[src/rtl/clkloss_pkg.sv]
package clkloss_pkg;

  typedef enum logic [1:0] {
    SEL_PLL  = 2'b00,
    SEL_REF  = 2'b01,
    SEL_XTAL = 2'b10
  } src_sel_e;

  localparam int NUM_MON = 2;
  localparam int IDX_REF = 0;
  localparam int IDX_FB  = 1;

endpackage

[src/rtl/clkloss_edge_sync.sv]
module clkloss_edge_sync #(
  parameter int STAGES = 2
) (
  input  logic clk,
  input  logic rst,
  input  logic din,
  output logic rise
);

  logic [STAGES:0] chain_q;

  always_ff @(posedge clk) begin
    if (rst) chain_q <= '0;
    else     chain_q <= {chain_q[STAGES-1:0], din};
  end

  assign rise = chain_q[STAGES-1] & ~chain_q[STAGES];

  // a detected edge lasts one monitor cycle, so it is counted once
  assert_single_pulse_R3: assert property (@(posedge clk) disable iff (rst)
    rise |=> !rise);

endmodule

[src/rtl/clkloss_win_timer.sv]
module clkloss_win_timer #(
  parameter int WIN = 256
) (
  input  logic clk,
  input  logic rst,
  input  logic active,
  output logic win_end
);

  localparam int CW = (WIN > 1) ? $clog2(WIN) : 1;
  localparam logic [CW-1:0] LAST = CW'(WIN - 1);

  logic [CW-1:0] cnt_q;

  assign win_end = active && (cnt_q == LAST);

  always_ff @(posedge clk) begin
    if (rst || !active) cnt_q <= '0;
    else if (win_end)   cnt_q <= '0;
    else                cnt_q <= cnt_q + 1'b1;
  end

  assert_window_restart_R3: assert property (@(posedge clk) disable iff (rst)
    win_end |=> (cnt_q == '0));

  assert_idle_hold_R2: assert property (@(posedge clk) disable iff (rst)
    !active |=> (cnt_q == '0));

endmodule

[src/rtl/clkloss_edge_tally.sv]
module clkloss_edge_tally #(
  parameter int MIN_EDGES = 4
) (
  input  logic clk,
  input  logic rst,
  input  logic active,
  input  logic rise,
  input  logic win_end,
  output logic fail
);

  localparam int CW = $clog2(MIN_EDGES + 1);
  localparam logic [CW:0]   MIN_V = (CW+1)'(MIN_EDGES);
  localparam logic [CW-1:0] SAT_V = CW'(MIN_EDGES);

  logic [CW-1:0] cnt_q;
  logic [CW:0]   total;
  logic          fail_q;

  assign total = {1'b0, cnt_q} + {{CW{1'b0}}, rise};

  always_ff @(posedge clk) begin
    if (rst || !active) begin
      cnt_q  <= '0;
      fail_q <= 1'b0;
    end else if (win_end) begin
      fail_q <= (total < MIN_V);
      cnt_q  <= '0;
    end else if (rise && (cnt_q != SAT_V)) begin
      cnt_q <= cnt_q + 1'b1;
    end
  end

  assign fail = fail_q;

  // a verdict changes only at a window close
  assert_verdict_at_close_R3: assert property (@(posedge clk) disable iff (rst)
    $rose(fail_q) |-> $past(win_end));

  // no verdict survives a disable
  assert_clear_when_idle_R2: assert property (@(posedge clk) disable iff (rst)
    !active |=> !fail_q);

endmodule

[src/rtl/clkloss_monitor.sv]
module clkloss_monitor
  import clkloss_pkg::*;
#(
  parameter int WIN         = 256,
  parameter int MIN_EDGES   = 4,
  parameter int SYNC_STAGES = 2
) (
  input  logic       clk,
  input  logic       rst,
  input  logic       en,
  input  logic       pll_off,
  input  logic       clr_sticky,
  input  logic       ref_clk_in,
  input  logic       fb_clk_in,
  output logic       loss_live,
  output logic       loss_sticky,
  output logic [1:0] src_sel
);

  logic                active;
  logic                win_end;
  logic [NUM_MON-1:0]  mon_in;
  logic [NUM_MON-1:0]  rise;
  logic [NUM_MON-1:0]  fail;
  logic                fail_any;
  logic                sticky_q;
  src_sel_e            sel_q;

  assign active = en & ~pll_off;
  assign mon_in[IDX_REF] = ref_clk_in;
  assign mon_in[IDX_FB]  = fb_clk_in;

  clkloss_win_timer #(.WIN(WIN)) u_timer (
    .clk     (clk),
    .rst     (rst),
    .active  (active),
    .win_end (win_end)
  );

  for (genvar g = 0; g < NUM_MON; g++) begin : g_mon
    clkloss_edge_sync #(.STAGES(SYNC_STAGES)) u_sync (
      .clk  (clk),
      .rst  (rst),
      .din  (mon_in[g]),
      .rise (rise[g])
    );
    clkloss_edge_tally #(.MIN_EDGES(MIN_EDGES)) u_tally (
      .clk     (clk),
      .rst     (rst),
      .active  (active),
      .rise    (rise[g]),
      .win_end (win_end),
      .fail    (fail[g])
    );
  end

  assign fail_any = |fail;

  always_ff @(posedge clk) begin
    if (rst)                       sticky_q <= 1'b0;
    else if (active && fail_any)   sticky_q <= 1'b1;
    else if (clr_sticky)           sticky_q <= 1'b0;
  end

  always_ff @(posedge clk) begin
    if (rst) begin
      sel_q <= SEL_PLL;
    end else if (sel_q == SEL_PLL && active) begin
      if (fail[IDX_REF])     sel_q <= SEL_XTAL;
      else if (fail[IDX_FB]) sel_q <= SEL_REF;
    end
  end

  assign loss_live   = fail_any;
  assign loss_sticky = sticky_q;
  assign src_sel     = sel_q;

  assert_quiet_when_off_R2: assert property (@(posedge clk) disable iff (rst)
    !active |=> !loss_live);

  assert_sticky_follows_R5: assert property (@(posedge clk) disable iff (rst)
    (active && loss_live) |=> loss_sticky);

  assert_sel_no_cause_R7: assert property (@(posedge clk) disable iff (rst)
    (sel_q == SEL_PLL && !fail_any) |=> (src_sel == 2'b00));

  assert_ref_priority_R7: assert property (@(posedge clk) disable iff (rst)
    (sel_q == SEL_PLL && active && fail[IDX_REF]) |=> (src_sel == 2'b10));

  assert_sel_hold_R8: assert property (@(posedge clk) disable iff (rst)
    (src_sel != 2'b00) |=> $stable(src_sel));

  assert_legal_code_R7: assert property (@(posedge clk) disable iff (rst)
    src_sel != 2'b11);

endmodule

[config.mk]
export PLATFORM = sky130hd
export DESIGN_NAME = clkloss_monitor
export DESIGN_NICKNAME = d
export VERILOG_FILES = /design/src/rtl/clkloss_pkg.sv /design/src/rtl/clkloss_edge_sync.sv /design/src/rtl/clkloss_win_timer.sv /design/src/rtl/clkloss_edge_tally.sv /design/src/rtl/clkloss_monitor.sv
export SDC_FILE = /design/constraint.sdc
export NUM_CORES = 1
export LEC_CHECK = 0
export BUFFER_PORTS_ARGS = -buffer_cell sky130_fd_sc_hd__buf_4
export CAP_MARGIN = 5
export CORE_MARGIN = 2
export CORE_UTILIZATION = 59
export CTS_BUF_LIST = sky130_fd_sc_hd__clkbuf_4
export CTS_CLUSTER_DIAMETER = 80
export CTS_CLUSTER_SIZE = 24
export DETAILED_ROUTE_END_ITERATION = 16
export PLACE_DENSITY = 0.77
export SETUP_SLACK_MARGIN = 0.05
export SYNTH_ARGS = -nofsm -noshare
export SYNTH_HDL_FRONTEND = slang
export SYNTH_SLANG_ARGS = --single-unit
[constraint.sdc]
create_clock -name clk -period 1.96 [get_ports clk]
set_input_delay 0.49 -clock clk [delete_from_list [all_inputs] [get_ports clk]]
set_output_delay 0.49 -clock clk [all_outputs]
set_load 0.01 [all_outputs]
==> results_dict.tcl, run 1 <==
set metrics [dict create \
    drv_slew 0 \
    rsz0062_at_grt "false" \
    criticalPathCategory "flop to output pin" \
    layout_common_cells "dfxtp_1 (25), a21oi_1 (11), buf_4 (11)" \
    synth_nets 125 \
    finalSetupTns_ns 0 \
    numCtsBuffers 3 \
    crit_path_start_kind "flop" \
    slew_headroom_pct 86.2 \
    yosysTopAreaCellShare_pct 46.9 \
    rrSetupSlack_ns 0.42 \
    worst_ep_arrival_time_ns 1.12 \
    final_common_cell "dfxtp_1" \
    fmax_ghz 0.622 \
    core_mm2 0.00171 \
    detail_route.wl_per_cell_um 11.8 \
    antenna_left 0 \
    fin_crit_ns 1.61 \
    fin_hold_ws_ns 0.393 \
    grt-ovfl-total 0 \
    diodes 0 \
    synth.distinct_cells 30 \
    tightest_slew_ns 0.206 \
    hp-start "ref_clk_in" \
    ios 11 \
    peakVddDrop_uv 589 \
    hold_violations 0 \
    postCtsResizedCells 0 \
    clk_latency_ns 0.31 \
    r2r_cells 4 \
    num_rows 15 \
    die_area_mm2 0.00217 \
    synth_cells 113 \
    holdPathEnd "g_mon[0].u_sync.chain_q[0]" \
    die_w_um 46.5 \
    yosysTopAreaCell "dfxtp_1" \
    p_clk_share_pct 30.0 \
    drt_iter0_drc 25 \
    grt_usage_pct 19.0 \
    clockBufferDepth 2 \
    grt_max_degree 14 \
    yosys_warnings 0 \
    grt_pass1_wl_um 2920 \
    maxCapViolations 0 \
    whs_path_depth 2 \
    clk_pin_slew_worst_paths_ns 0.13 \
    power.switching_mw 0.167 \
    antenna_found_initial 0 \
    area_delta_synth_final_pct 13.1 \
    final_util_pct 70.7 \
    p_int_mw 0.629 \
    cp.required_ns 1.47 \
    clock-sinks 25 \
    post-place-ws_ns 0.383 \
    cts_setup_buffers 0 \
    hold_buffers 0 \
    ys_seq_area_share_pct 46.9 \
    seqPwrFrac_pct 65.0 \
    combPwrFrac_pct 5.0 \
    start_util_pct 62.5 \
    die_h_um 46.5 \
    dp.cells 148 \
    drc 0 \
    multi_input_area_um2 533 \
    globalplace.congestion 0.730 \
    first_global_vias 670 \
    setup_slack_ns 0.352 \
    htreeDepth 1 \
    r2r-start "u_timer.cnt_q[0]" \
    fin_cells 152 \
    vias_per_cell 5.32 \
    routed_wl_um 1800 \
    fin_nets 140 \
    avgSynthCellArea_um2 9.44 \
    port-buffer-count 10 \
    pwr_density_cell_mw_per_mm2 659 \
    vias 809 \
    r2r-end "u_timer.cnt_q[1]" \
    power_leakage_nw 0.447 \
    dp_hpwl_um 1370 \
    cts_root_buffer "clkbuf_4" \
    fill_cells 136 \
    worstPathMaxFanout 4 \
    synth.cell_area_mm2 0.00107 \
    synth_seq_cells 25 \
    fin_crit_sh_pct 82.0 \
    cts_tree "built" \
    end_kind "output pin" \
    drive_above_1_share_pct 17.3 \
    drt_pass1_iterations 4 \
    status "finished, final reports clean" \
    ff_latch_area_um2 500 \
    synthTopCellsByArea "dfxtp_1 (47%), ha_1 (5.9%), a21oi_1 (5.2%)" \
    min-delay-path-class "primary input to flop" \
    swShare_pct 21.0 \
    setup_viol 0 \
    fin_skew_ns 0.00326 \
]
==> synthesized netlist by cell type, drive strengths merged <==
library cell and count:
xor2 2, nand4 1, nand3 5, mux2i 2
or2 1, or3b 1, nand2b 2, and3 1
inv 8, nand3b 1, clkbuf 1, or4 1
a31oi 1, and2 2, o21ai 6, nor2b 8
a21oi 11, o31ai 4, nor2 7, and2b 2
nor3b 1, nand4b 1, nand2 5, xnor2 1
ha 5, dfxtp 25, or3 6, a311o 2
==> critical path: stages, from the launching register on <==
cell and delay (ns):
dfxtp_1 0.35, or2_2 0.31, buf_4 0.15
==> stage by stage <==
stage | cell area [um^2] | power, mW
final | 1210 | 0.796
after global routing | 1210 | 0.827
after CTS | 1210 | 0.802
after detailed placement | 1180 | 0.569
after global placement | 1180 | 0.567
after floorplan | 1070 | 0.551
==> power groups by stage <==
stage | registers [mW] | logic (mW) | clock network (mW)
after detailed placement | 0.529 | 0.0396 | 0
after global placement | 0.529 | 0.0379 | 0
after CTS | 0.518 | 0.0399 | 0.244
final | 0.518 | 0.0397 | 0.239
after global routing | 0.519 | 0.0433 | 0.264
after floorplan | 0.528 | 0.0228 | 0
==> cells by family after synthesis <==
family	Yosys count	share of synthesized area (%)
flip-flops	25	46.9
XOR/XNOR	3	2.46
adder cells (fa/ha/maj)	5	5.86
AND/OR/NAND/NOR	45	26.0
buffers and inverters	9	3.17
multiplexers	2	1.88
AO/OA/AOI/OAI	24	13.7
==> layer usage <==
layer | track usage, % | part of all wire [%] | wire length, um | up-vias
met5 | 0 | 0 | 0 | -
met2 | 29.7 | 47 | 838 | 14
met4 | 5.14 | 0.72 | 13 | 0
met3 | 3.53 | 3.3 | 60 | 2
met1 | 26.7 | 49 | 886 | 373
li1 | - | - | - | 420
==> layout make-up <==
class	instances	share of cell area, %
multi-input cells	79	44.1
flip-flops and latches	25	41.5
repair buffers	11	6.84
well taps	25	2.59
clock buffers	4	2.49
inverters	8	2.49
==> registers in the layout, summed over array words and instances (netlist names) <==
register	cells
u_timer.cnt_q	8
g_mon.u_tally.fail	2
loss_sticky	1
g_mon.u_sync.chain_q	6
src_sel	2
g_mon.u_tally.cnt_q	6
==> worst max path at each step <==
stage / startpoint / end / slack, ns / depth (start not counted)
floorplan: u_timer.cnt_q[0] / u_timer.cnt_q[3] / 0.55 / 4
global placement: rst / g_mon[0].u_tally.fail / 0.41 / 4
detailed placement: rst / g_mon[1].u_tally.fail / 0.38 / 4
CTS: g_mon[0].u_tally.fail / loss_live / 0.34 / 2
global route: g_mon[0].u_tally.fail / loss_live / 0.30 / 2
finish: g_mon[0].u_tally.fail / loss_live / 0.35 / 2
Power figures use the tool's default switching activity.
==> inputs of run 2 (changes only) <==
--- a/config.mk
+++ b/config.mk
@@ -5,6 +5,7 @@
 export SDC_FILE = /design/constraint.sdc
 export NUM_CORES = 1
 export LEC_CHECK = 0
+export ABC_AREA = 1
 export BUFFER_PORTS_ARGS = -buffer_cell sky130_fd_sc_hd__buf_4
 export CAP_MARGIN = 5
 export CORE_MARGIN = 2
==> constraint.sdc (replaced) <==
create_clock -name clk -period 1.7 [get_ports clk]
set_input_delay 0.425 -clock clk [delete_from_list [all_inputs] [get_ports clk]]
set_output_delay 0.425 -clock clk [all_outputs]
set_load 0.01 [all_outputs]
==> run 2 against run 1 <==
Compared with the run above: total power increased by 14%; final cell count up 14%; sequential share of layout area rose by 0.65 points; clock-buffer cell count decreased by 1; setup slack got worse by 0.19 ns; critical path depth did not move; clock skew rose by 0.0015 ns; via count down 0.25%.
==> results_dict.tcl, run 2 <==
set metrics [dict create \
    cp-startpoint "g_mon[0].u_tally.fail" \
    yosysTopAreaCellShare_pct 46.8 \
    vias 807 \
    fin_crit_sh_pct 90.7 \
    synth.distinct_cells 19 \
    grt_pass1_wl_um 2680 \
    vias_per_cell 4.64 \
    avgSynthCellArea_um2 7.80 \
    worstPathCellList "or2_2 > buf_4" \
    yosys.area_share.xor_xnor_pct 5.74 \
    num_rows 15 \
    worstPathMaxFanout 3 \
    drc 0 \
    status "finished, final reports clean" \
    synth_cells 137 \
    antenna_found_initial 0 \
    synth-compound-area-share_pct 6.32 \
    globalplace.congestion 0.805 \
    detail_route.wl_per_cell_um 9.75 \
    r2r-start "u_timer.cnt_q[0]" \
    synthTopCellsByArea "dfxtp_1 (47%), nand2_1 (11%), inv_1 (8.4%)" \
    synth_ff_type "dfxtp_1" \
    die_area_mm2 0.00217 \
    dp_hpwl_um 1300 \
    r2r-end "g_mon[0].u_tally.cnt_q[0]" \
    yosys.area_share.simple_pct 25.3 \
    ios 11 \
    end_kind "output pin" \
    ys_seq_area_share_pct 46.8 \
    synth_fa_ha_area_share_pct 5.85 \
    synth_seq_cells 25 \
    yosys_warnings 0 \
    grt_max_degree 16 \
    grt_usage_pct 17.6 \
    drt_pass1_iterations 4 \
    fin_area_mm2 0.00119 \
    synth_nets 149 \
    slew_headroom_pct 85.6 \
    cts_setup_buffers 0 \
    antenna_left 0 \
    rrSetupSlack_ns 0.42 \
    largest_reg_flops 8 \
    drive_above_1_share_pct 14.8 \
    largestRegisters "u_timer.cnt_q x8, g_mon.u_sync.chain_q x6, g_mon.u_tally.cnt_q x6" \
    power_leakage_nw 0.504 \
    hold_buffers 0 \
    min-delay-path-class "primary input to flop" \
    tightest_slew_ns 0.215 \
    first_global_vias 703 \
    start_util_pct 62.6 \
    criticalPathCategory "flop to output pin" \
    fin_crit_ns 1.54 \
    slowest_stage "dfxtp_1" \
    synth_edf_count 0 \
    final_common_cell "nand2_1" \
    pwr_density_cell_mw_per_mm2 762 \
    maxCapViolations 0 \
    synth-async-reset-ratio_pct 0 \
    die_h_um 46.6 \
    fin_skew_ns 0.00479 \
    grt-ovfl-total 0 \
    crit_path_end "loss_live" \
    numCtsBuffers 3 \
    cp.required_ns 1.27 \
    synth.cell_area_mm2 0.00107 \
    diodes 0 \
    clk_latency_ns 0.32 \
    core_mm2 0.00171 \
    setup_slack_ns 0.158 \
    synth_common_cells "nand2_1 (31), dfxtp_1 (25), inv_1 (24), nor2_1 (19), a21oi_1 (10)" \
    finalSetupTns_ns 0 \
    htreeDepth 1 \
    setup_viol 0 \
    muxShareOfSynthArea_pct 0 \
    r2r_cells 6 \
    clk_pin_slew_worst_paths_ns 0.14 \
    synth_most_common_cell "nand2_1" \
    peakVddDrop_uv 728 \
    layout_common_cells "nand2_1 (31), dfxtp_1 (25), inv_1 (24)" \
    fin_nets 162 \
    clockBufferDepth 2 \
    placed_area_mm2 0.00116 \
    drt_iter0_drc 10 \
    yosysTopAreaCell "dfxtp_1" \
    hold_violations 0 \
    area_delta_synth_final_pct 11.2 \
    drv_slew 0 \
    post-place-ws_ns 0.377 \
    clock-sinks 25 \
    critPathMaxStageDelay_ns 0.34 \
    top_register "u_timer.cnt_q" \
    synth_top_family_by_area "simple AND/OR/NAND/NOR gates" \
    port-buffer-count 10 \
    rsz0062_at_grt "false" \
    die_w_um 46.6 \
    worst_ep_arrival_time_ns 1.12 \
    fmax_ghz 0.649 \
    cts_tree "built" \
    crit_path_start_kind "flop" \
    postCtsResizedCells 0 \
    cts_root_buffer "clkbuf_4" \
    routed_wl_um 1700 \
]
-- run 2: logic make-up (layout without fill, tap and decap cells) --
family / Yosys count / count (layout)
compound gates: 12 / 12
flops: 25 / 25
simple gates: 62 / 62
buf+inv: 26 / 38
xor+xnor: 7 / 7
fa+ha+maj: 5 / 5
-- run 2: worst min path at each step --
stage / startpoint / endpoint / slack [ns] / cells after the start
4_1_cts: ref_clk_in / g_mon[0].u_sync.chain_q[0] / 0.29 / 3
3_3_place_gp: g_mon[0].u_sync.chain_q[0] / g_mon[0].u_sync.chain_q[1] / 0.39 / 2
5_1_grt: ref_clk_in / g_mon[0].u_sync.chain_q[0] / 0.29 / 3
2_1_floorplan: g_mon[0].u_sync.chain_q[0] / g_mon[0].u_sync.chain_q[1] / 0.39 / 2
6_report: ref_clk_in / g_mon[0].u_sync.chain_q[0] / 0.29 / 3
3_5_place_dp: g_mon[0].u_sync.chain_q[0] / g_mon[0].u_sync.chain_q[1] / 0.40 / 2
-- run 2: per-stage QoR --
step                utilization (%)  cells  power [mW]  hold slack (ns)
finish                         69.6    174       0.906            0.290
global route                   69.6    174       0.934            0.287
CTS                            69.6    174       0.908            0.293
detailed placement             67.8    170       0.647            0.400
global placement               67.8    170       0.646            0.393
floorplan                         -    137       0.634            0.388
-- run 2: critical path, delay by kind of cell (launching register included) --
family                 cells  cell delay, ns
and+or+nand+nor            1            0.30
buffers and inverters      1            0.15
DFF                        1            0.34
-- run 2: report_power, final --
group	internal (mW)	switching [mW]	total (mW)	leakage, nW
registers	0.593	0.00277	0.596	0.203
logic	0.0159	0.0221	0.0380	0.287
clock network	0.0899	0.182	0.272	0.0139
total	0.699	0.207	0.906	0.504
-- run 2: final cells by class --
type / count / area, um^2
clock inverters: 1 / 7.51
fillers: 143 / 519
inverters: 24 / 90.1
well taps: 25 / 31.3
repair buffers: 10 / 75.1
clock buffers: 3 / 22.5
multi-input cells: 86 / 462
flip-flops and latches: 25 / 500
-- run 2: metal layers --
layer | global-route usage [%] | share of wire (%)
met1 | 20.9 | 46
met2 | 30.8 | 50
met3 | 3.53 | 2.2
met4 | 6.86 | 1.4
met5 | 0 | 0
==> inputs of run 3 (changes only) <==
--- a/config.mk
+++ b/config.mk
@@ -8,8 +8,10 @@
 export ABC_AREA = 1
 export BUFFER_PORTS_ARGS = -buffer_cell sky130_fd_sc_hd__buf_4
 export CAP_MARGIN = 5
+export CELL_PAD_IN_SITES_DETAIL_PLACEMENT = 0
+export CELL_PAD_IN_SITES_GLOBAL_PLACEMENT = 2
 export CORE_MARGIN = 2
-export CORE_UTILIZATION = 59
+export CORE_UTILIZATION = 35
 export CTS_BUF_LIST = sky130_fd_sc_hd__clkbuf_4
 export CTS_CLUSTER_DIAMETER = 80
 export CTS_CLUSTER_SIZE = 24
==> run 3 against run 2 <==
Compared with the run above: final area is 0.84% higher; final cell count increased by 4.6%; sequential power is essentially flat; clock skew down 0.0022 ns; register-to-register slack worse by 0.02 ns; combinational power is essentially flat; fmax up 0.68%; non-clock buffer count unchanged; first-iteration DRC count is 100% higher; via count down 1.7%; core utilization shrank 29 points; largest power group unchanged.
==> results_dict.tcl, run 3 (same netlist as run 2, synthesis figures left out) <==
set metrics [dict create \
    status "finished, final reports clean" \
    largest_reg_flops 8 \
    r2r-start "u_timer.cnt_q[0]" \
    worst_ep_arrival_time_ns 1.11 \
    antenna_left 0 \
    fin_cells 182 \
    power_leakage_nw 0.508 \
    core_mm2 0.00298 \
    whs_path_depth 3 \
    clock-sinks 25 \
    clockBufferDepth 2 \
    vias 793 \
    cts_root_buffer "clkbuf_4" \
    cts_setup_buffers 0 \
    start_util_pct 35.9 \
    gr-usage-met3_pct 2.62 \
    hold_violations 0 \
    grt_busiest_layer "met2" \
    clk_pin_slew_worst_paths_ns 0.13 \
    grt_max_degree 15 \
    dp_hpwl_um 1230 \
    antenna_found_initial 0 \
    worstPathCellList "or2_2 > buf_4" \
    routed_wl_um 1660 \
    vias_per_cell 4.36 \
    fill_cells 318 \
    hp-start "ref_clk_in" \
    total_power_mw 0.914 \
    drt_iter0_drc 20 \
    slew_headroom_pct 83.7 \
    hold_buffers 0 \
    grt-ovfl-total 0 \
    worstPathMaxFanout 3 \
    crit_path_start_kind "flop" \
    fin_skew_ns 0.00255 \
    drt_pass1_iterations 4 \
    peakVddDrop_uv 329 \
    postCtsResizedCells 0 \
    die_w_um 59.3 \
    placed_area_mm2 0.00117 \
    numCtsBuffers 3 \
    final_common_cell "nand2_1" \
    num_rows 20 \
    combPwrFrac_pct 4.2 \
    area_delta_synth_final_pct 12.2 \
    fin_crit_ns 1.53 \
    p_clk_share_pct 30.7 \
    r2r_cells 6 \
    criticalPathCategory "flop to output pin" \
    pwr_density_cell_mw_per_mm2 763 \
    slowest_stage "dfxtp_1" \
    drive_above_1_share_pct 14.8 \
    drc 0 \
    diodes 0 \
    fin_crit_sh_pct 90.1 \
    ios 11 \
    detail_route.wl_per_cell_um 9.11 \
    swShare_pct 21.6 \
    tightest_slew_ns 0.244 \
    rrSetupSlack_ns 0.40 \
    rsz0062_at_grt "false" \
    maxCapViolations 0 \
    p_int_mw 0.717 \
    layout_common_cells "nand2_1 (31), dfxtp_1 (25), inv_1 (24)" \
    fin_nets 162 \
    drv_slew 0 \
    finalSetupTns_ns 0 \
    end_kind "output pin" \
    use_met1_pct 13.8 \
    die_area_mm2 0.00351 \
    fmax_ghz 0.653 \
    die_h_um 59.3 \
    grt_pass1_wl_um 2860 \
    cp.required_ns 1.27 \
    clk_latency_ns 0.31 \
    first_global_vias 694 \
    seqPwrFrac_pct 65.2 \
    use_met2_pct 17.1 \
    holdPathEnd "g_mon[0].u_sync.chain_q[0]" \
    power.switching_mw 0.198 \
    fin_area_mm2 0.00120 \
    path_delay_family "flip-flops" \
    r2r-end "u_timer.cnt_q[6]" \
    worst-path-buf-inv 1 \
    cts_tree "built" \
    setup_viol 0 \
    final_util_pct 40.3 \
    globalplace.congestion 0.675 \
    largestRegisters "u_timer.cnt_q x8, g_mon.u_sync.chain_q x6, g_mon.u_tally.cnt_q x6" \
    critPathMaxStageDelay_ns 0.35 \
    dp.cells 178 \
    port-buffer-count 10 \
    min-delay-path-class "primary input to flop" \
    top_register "u_timer.cnt_q" \
    grt_usage_pct 11.1 \
    htreeDepth 1 \
]
[run 3: worst register-to-register path: cells and delay by family, from the launching register on]
kind	cells	cell delay, ns
flip-flops	1	0.37
adder cells (fa/ha/maj)	1	0.21
AND/OR/NAND/NOR	5	0.63
[run 3: final cells by class]
| type | count | area (um^2) | share of cell area [%] |
|---|---|---|---|
| Clock buffer | 4 | 30.0 | 2.51 |
| Tap cell | 33 | 41.3 | 3.44 |
| Sequential cell | 25 | 500 | 41.8 |
| Inverter | 24 | 90.1 | 7.52 |
| Multi-Input combinational cell | 86 | 462 | 38.5 |
| Timing Repair Buffer | 10 | 75.1 | 6.26 |
[run 3: worst max path at each step]
stage,startpoint,endpoint,slack [ns],cells past startpoint
global route,g_mon[1].u_tally.fail,loss_live,0.11,2
floorplan,u_timer.cnt_q[0],u_timer.cnt_q[5],0.48,7
finish,g_mon[0].u_tally.fail,loss_live,0.17,2
CTS,g_mon[0].u_tally.fail,loss_live,0.14,2
global placement,pll_off,u_timer.cnt_q[5],0.39,7
detailed placement,pll_off,u_timer.cnt_q[6],0.37,7
[run 3: per-stage QoR]
step | hold WS [ns] | worst slack (ns)
4_1_cts | 0.288 | 0.145
3_5_place_dp | 0.396 | 0.374
2_1_floorplan | 0.388 | 0.484
5_1_grt | 0.302 | 0.105
6_report | 0.302 | 0.168
3_3_place_gp | 0.389 | 0.395
[run 3: power by group through the flow]
| stage | logic [mW] | clock network [mW] | registers [mW] |
|---|---|---|---|
| final | 0.0380 | 0.281 | 0.596 |
| after global routing | 0.0443 | 0.328 | 0.597 |
| after CTS | 0.0392 | 0.302 | 0.596 |
| after detailed placement | 0.0391 | 0 | 0.609 |
| after floorplan | 0.0259 | 0 | 0.608 |
| after global placement | 0.0385 | 0 | 0.609 |
[run 3: per-layer routing]
metal	vias to the layer above	part of all wire, %	wire [um]
met4	0	1.7	29
li1	437	-	-
met1	344	51	853
met2	8	43	719
met3	4	3.4	56
met5	-	0	0
